==> config.mk <==
export PLATFORM = sky130hd
export DESIGN_NAME = wiper_stepper
export DESIGN_NICKNAME = d
export VERILOG_FILES = /design/src/rtl/wiper_stepper_pkg.sv /design/src/rtl/wst_sync.sv /design/src/rtl/wst_cond.sv /design/src/rtl/wst_core.sv /design/src/rtl/wiper_stepper.sv
export SDC_FILE = /design/constraint.sdc
export NUM_CORES = 1
export LEC_CHECK = 0
export BUFFER_PORTS_ARGS = -buffer_cell sky130_fd_sc_hd__buf_2
export CAP_MARGIN = 0
export CORE_MARGIN = 5
export CORE_UTILIZATION = 45
export DETAILED_ROUTE_END_ITERATION = 16
export PLACE_DENSITY = 0.82
export SLEW_MARGIN = 20
export SYNTH_ARGS = -nofsm -noshare
export SYNTH_HDL_FRONTEND = slang
export SYNTH_SLANG_ARGS = --single-unit
export TNS_END_PERCENT = 100
==> constraint.sdc <==
create_clock -name clk -period 2 [get_ports clk]
set_clock_uncertainty 0.2 [all_clocks]
set_input_delay 0.3 -clock clk [delete_from_list [all_inputs] [get_ports clk]]
set_output_delay 0.3 -clock clk [all_outputs]
set_load 0.005 [all_outputs]
==> src/rtl/wiper_stepper_pkg.sv <==
package wiper_stepper_pkg;
    // Bus events seen in the system clock domain, one cycle wide each
    typedef struct packed {
        logic scl_rise;
        logic scl_fall;
        logic sda_lvl;
        logic sda_moved_hi;   // data changed while clock stayed high
        logic stop_seen;      // data rose while clock stayed high
    } bus_evt_t;
endpackage

==> src/rtl/wst_sync.sv <==
module wst_sync #(
    parameter int WIDTH  = 2,
    parameter int STAGES = 2
) (
    input  logic             clk,
    input  logic             rst_n,
    input  logic [WIDTH-1:0] din,
    output logic [WIDTH-1:0] dout
);
    logic [STAGES-1:0][WIDTH-1:0] pipe_d, pipe_q;

    always_comb begin
        pipe_d[0] = din;
        for (int i = 1; i < STAGES; i++) pipe_d[i] = pipe_q[i-1];
    end

    // Idle bus lines are high, so reset to ones
    always_ff @(posedge clk or negedge rst_n) begin
        if (!rst_n) pipe_q <= '1;
        else        pipe_q <= pipe_d;
    end

    assign dout = pipe_q[STAGES-1];
endmodule

==> src/rtl/wst_cond.sv <==
module wst_cond
    import wiper_stepper_pkg::*;
(
    input  logic     clk,
    input  logic     rst_n,
    input  logic     scl_s,
    input  logic     sda_s,
    output bus_evt_t evt
);
    typedef struct packed {
        logic scl;
        logic sda;
    } prev_t;

    prev_t prev_d, prev_q;

    always_comb begin
        prev_d.scl = scl_s;
        prev_d.sda = sda_s;
        evt.scl_rise     = scl_s & ~prev_q.scl;
        evt.scl_fall     = ~scl_s & prev_q.scl;
        evt.sda_lvl      = sda_s;
        evt.sda_moved_hi = scl_s & prev_q.scl & (sda_s ^ prev_q.sda);
        evt.stop_seen    = scl_s & prev_q.scl & sda_s & ~prev_q.sda;
    end

    always_ff @(posedge clk or negedge rst_n) begin
        if (!rst_n) prev_q <= '1;
        else        prev_q <= prev_d;
    end
endmodule

==> src/rtl/wst_core.sv <==
module wst_core
    import wiper_stepper_pkg::*;
#(
    parameter int NUM_POTS = 4,
    parameter int WIPER_W  = 8,
    localparam int PW      = $clog2(NUM_POTS)
) (
    input  logic                clk,
    input  logic                rst_n,
    input  bus_evt_t            evt,
    input  logic                sess_start,
    input  logic [PW-1:0]       sess_pot,
    input  logic [WIPER_W-1:0]  wiper_now,
    output logic [NUM_POTS-1:0] step_stb,
    output logic                step_dir,
    output logic                step_active,
    output logic [PW-1:0]       cur_pot
);
    localparam logic [WIPER_W-1:0] TOP = '1;
    localparam logic [WIPER_W-1:0] BOT = '0;

    typedef struct packed {
        logic                active;
        logic                armed;
        logic                dir;
        logic [PW-1:0]       pot;
        logic [NUM_POTS-1:0] stb;
    } core_t;

    core_t st_d, st_q;
    logic  room;

    always_comb begin
        st_d     = st_q;
        st_d.stb = '0;
        room     = st_q.dir ? (wiper_now != TOP) : (wiper_now != BOT);
        if (sess_start) begin
            st_d.active = 1'b1;
            st_d.armed  = 1'b0;
            st_d.pot    = sess_pot;
        end else if (st_q.active) begin
            if (evt.stop_seen) begin
                st_d.active = 1'b0;
                st_d.armed  = 1'b0;
            end else if (evt.sda_moved_hi) begin
                st_d.armed = 1'b0;
            end else if (evt.scl_rise) begin
                st_d.armed = 1'b1;
                st_d.dir   = evt.sda_lvl;
            end else if (evt.scl_fall && st_q.armed) begin
                st_d.armed = 1'b0;
                if (room) st_d.stb[st_q.pot] = 1'b1;
            end
        end
    end

    always_ff @(posedge clk or negedge rst_n) begin
        if (!rst_n) st_q <= '0;
        else        st_q <= st_d;
    end

    assign step_stb    = st_q.stb;
    assign step_dir    = st_q.dir;
    assign step_active = st_q.active;
    assign cur_pot     = st_q.pot;
endmodule

==> src/rtl/wiper_stepper.sv <==
module wiper_stepper
    import wiper_stepper_pkg::*;
#(
    parameter int NUM_POTS    = 4,
    parameter int WIPER_W     = 8,
    parameter int SYNC_STAGES = 2,
    localparam int PW         = $clog2(NUM_POTS)
) (
    input  logic                clk,
    input  logic                rst_n,
    input  logic                scl_in,
    input  logic                sda_in,
    input  logic                sess_start,
    input  logic [PW-1:0]       sess_pot,
    input  logic [WIPER_W-1:0]  wiper_now,
    output logic [NUM_POTS-1:0] step_stb,
    output logic                step_dir,
    output logic                step_active
);
    logic [1:0]    bus_s;
    bus_evt_t      evt;
    logic [PW-1:0] cur_pot;

    wst_sync #(.WIDTH(2), .STAGES(SYNC_STAGES)) u_sync (
        .clk(clk), .rst_n(rst_n), .din({scl_in, sda_in}), .dout(bus_s)
    );

    wst_cond u_cond (
        .clk(clk), .rst_n(rst_n), .scl_s(bus_s[1]), .sda_s(bus_s[0]), .evt(evt)
    );

    wst_core #(.NUM_POTS(NUM_POTS), .WIPER_W(WIPER_W)) u_core (
        .clk(clk), .rst_n(rst_n), .evt(evt),
        .sess_start(sess_start), .sess_pot(sess_pot), .wiper_now(wiper_now),
        .step_stb(step_stb), .step_dir(step_dir), .step_active(step_active),
        .cur_pot(cur_pot)
    );
endmodule

==> impl_metrics.env <==
export IMPL_synth_most_common_cell="dfrtp_1"
export IMPL_slew_headroom_pct=73.0
export IMPL_synth_fp_nets=63
export IMPL_fin_crit_sh_pct=76.6
export IMPL_port_buffer_count=20
export IMPL_yosys_warnings=0
export IMPL_clock_fmax_mhz=653
export IMPL_numPlacedInstances=79
export IMPL_dieArea_sq_um=2240
export IMPL_seqCellArea_sq_um=383
export IMPL_max_vdd_ir_drop_v=0.000474
export IMPL_crit_type="reg2reg"
export IMPL_critPathCapture="u_core.step_stb[2]"
export IMPL_reg2reg_from="u_core.step_active"
export IMPL_cts_max_level=1
export IMPL_synth_cell_types=22
export IMPL_nFillCells=108
export IMPL_grt_ovfl_total=0
export IMPL_period_needed_ns=1.53
export IMPL_clock_sinks=15
export IMPL_tightest_slew_ns=0.401
export IMPL_dpl_cell_area_sq_um=717
export IMPL_core_area_sq_um=1320
export IMPL_ant_nets=0
export IMPL_drc=0
export IMPL_p_leak_uw=0.000343
export IMPL_use_met1_pct=12.6
export IMPL_diodes=0
export IMPL_cts_inserted_buffers=3
export IMPL_cts_resized=0
export IMPL_r2r_end="u_core.step_stb[2]"
export IMPL_synth_avg_cell_area_sq_um=13.1
export IMPL_slew_viol_final=0
export IMPL_place_hpwl_um=878
export IMPL_busiest_layer="met2"
export IMPL_synthTopCellsByCount="dfrtp_1, dfstp_2, buf_4, nand2_1"
export IMPL_clockBufferDepth=2
export IMPL_ys_ff_latch=15
export IMPL_rows=13
export IMPL_status="complete, no violations"
export IMPL_grt_use_met3_pct=6.90
export IMPL_synth_edf_count=0
export IMPL_viasPerCell=5.29
export IMPL_antenna_found_initial=0
export IMPL_cts_tree="done"
export IMPL_reg2regPathDepth=3
export IMPL_io_pins=21
export IMPL_grtUsageTotal_pct=12.9
export IMPL_grt_pass1_wl_um=1950
export IMPL_grt_start_max_net_pins=16
export IMPL_gr_usage_met2_pct=22.7
export IMPL_synth_main_ff_cell="dfrtp_1"
export IMPL_layout_nets=87
export IMPL_async_flop_share_pct=100
export IMPL_drtIter0Drc=4
export IMPL_fin_area_sq_um=773
export IMPL_worstPathArrival_ns=1.50
export IMPL_rsz0062_at_grt="false"
export IMPL_hold_path_class="in2reg"
export IMPL_clkSlewWorstSetupHoldPaths_ns=0.08
export IMPL_whs_ns=0.0456
export IMPL_clockRootBuffer="clkbuf_4"
export IMPL_critPathRequiredTime_ns=1.97
export IMPL_first_pass_iters=4
export IMPL_routabilityCongestion=0.701
export IMPL_area_growth_pct=23.1
export IMPL_wl_per_cell_um=13.2
export IMPL_synthCells=48
export IMPL_power_density_nw_per_um2=742
export IMPL_multi_input_area_sq_um=211
export IMPL_vias=455
export IMPL_setup_violations=0
export IMPL_ys_top_cells_by_area="dfrtp_1, dfstp_2, mux2_2"
export IMPL_crit_start="u_core.step_active"
export IMPL_final_hold_violation_count=0
export IMPL_start_util_pct=47.7
export IMPL_p_total_uw=574
export IMPL_setup_tns_final_ns=0
export IMPL_fp_dieW_um=47.4
export IMPL_yosysTopAreaCell="dfrtp_1"
export IMPL_yosys_area_top_type_share_pct=35.9
export IMPL_layout_drive_gt1_share_pct=47.9
export IMPL_syn_cell_area_sq_um=628
export IMPL_ys_seq_area_share_pct=61.0
export IMPL_cp_end_kind="flip-flop"
export IMPL_wirelength_um=1130
export IMPL_clock_latency_ns=0.29
export IMPL_maxCapViolations=0
export IMPL_reg2reg_slack_ns=0.47
export IMPL_startpoint_type="flip-flop"
export IMPL_die_y_um=47.4
export IMPL_grt_pass1_vias=462
export IMPL_layout_cells_non_filler=86
export IMPL_cp_max_fo=6
-- sequential cells by signal (all words and copies together) (netlist names) --
| name | count |
|---|---|
| u_core.step_stb | 4 |
| u_cond.prev_q | 2 |
| u_core.cur_pot | 2 |
| u_sync.dout | 2 |
| u_sync.pipe_d | 2 |
| u_core.st_q | 1 |
| u_core.step_active | 1 |
| u_core.step_dir | 1 |
-- worst max-delay path, stage by stage, from the launching register on --
cell	delay, ns
dfrtp_1	0.42
nor4bb_1	0.29
nand2_1	0.15
nor4_1	0.35
-- kinds of logic (layout without fill, tap and decap cells) --
| kind of cell | after synthesis | in the layout | synth area share (%) |
|---|---|---|---|
| multiplexers | 3 | 3 | 5.38 |
| AO/OA/AOI/OAI | 4 | 4 | 4.18 |
| buffers and inverters | 5 | 28 | 5.38 |
| AND/OR/NAND/NOR | 20 | 20 | 22.7 |
| XOR/XNOR | 1 | 1 | 1.39 |
| flip-flops | 15 | 15 | 61.0 |
-- cell usage in the layout, fill, tap and decap left out, drive strengths merged, types with 2 or more instances in the layout --
cell type,netlist,routed
mux2,3,3
buf,4,20
dfstp,6,6
dlygate4sd3,0,3
nor4bb,2,2
clkbuf,0,4
nand2b,2,2
dfrtp,9,9
nor4,4,4
a21oi,2,2
nand2,4,4
-- final cells by class --
class | instances | area share [%]
sequential | 15 | 49.5
multi-input combinational | 28 | 27.3
tap | 15 | 2.43
inverter | 1 | 0.485
clock buffer | 4 | 3.40
timing repair buffer | 23 | 16.8
-- metrics by stage --
stage               util, %  worst slack [ns]
floorplan                 -             0.481
global placement       54.4             0.332
detailed placement     54.4             0.290
CTS                    58.7             0.438
global route           58.7             0.361
finish                 58.7             0.469
-- repair_timing --
| action | CTS | global route |
|---|---|---|
| setup endpoints to repair | 0 | 0 |
| buffers inserted | 0 | 0 |
| endpoints found under the hold margin | 17 | 0 |
| hold buffers | 3 | 0 |
-- worst min-delay path by stage --
stage	start	to	slack (ns)	cells past startpoint
2_1_floorplan	rst_n	u_core.cur_pot[0]	-0.20	0
3_3_place_gp	rst_n	u_core.step_dir	0.006	1
3_5_place_dp	rst_n	u_core.st_q[7]	0.02	1
4_1_cts	sess_pot[1]	u_core.cur_pot[1]	0.04	2
5_1_grt	sess_pot[1]	u_core.cur_pot[1]	0.03	2
6_report	sess_pot[1]	u_core.cur_pot[1]	0.05	2
-- layer usage --
layer	vias up	part of all wire (%)
met4	0	2.5
met3	4	6.4
li1	219	-
met2	14	56
met1	218	35
met5	-	0
-- report_power, final --
part	internal, uW	switching, uW
clock	77.6	94.0
combinational	35.3	24.9
sequential	325	17.4
total	438	136
(Power assumes the default switching activity.)
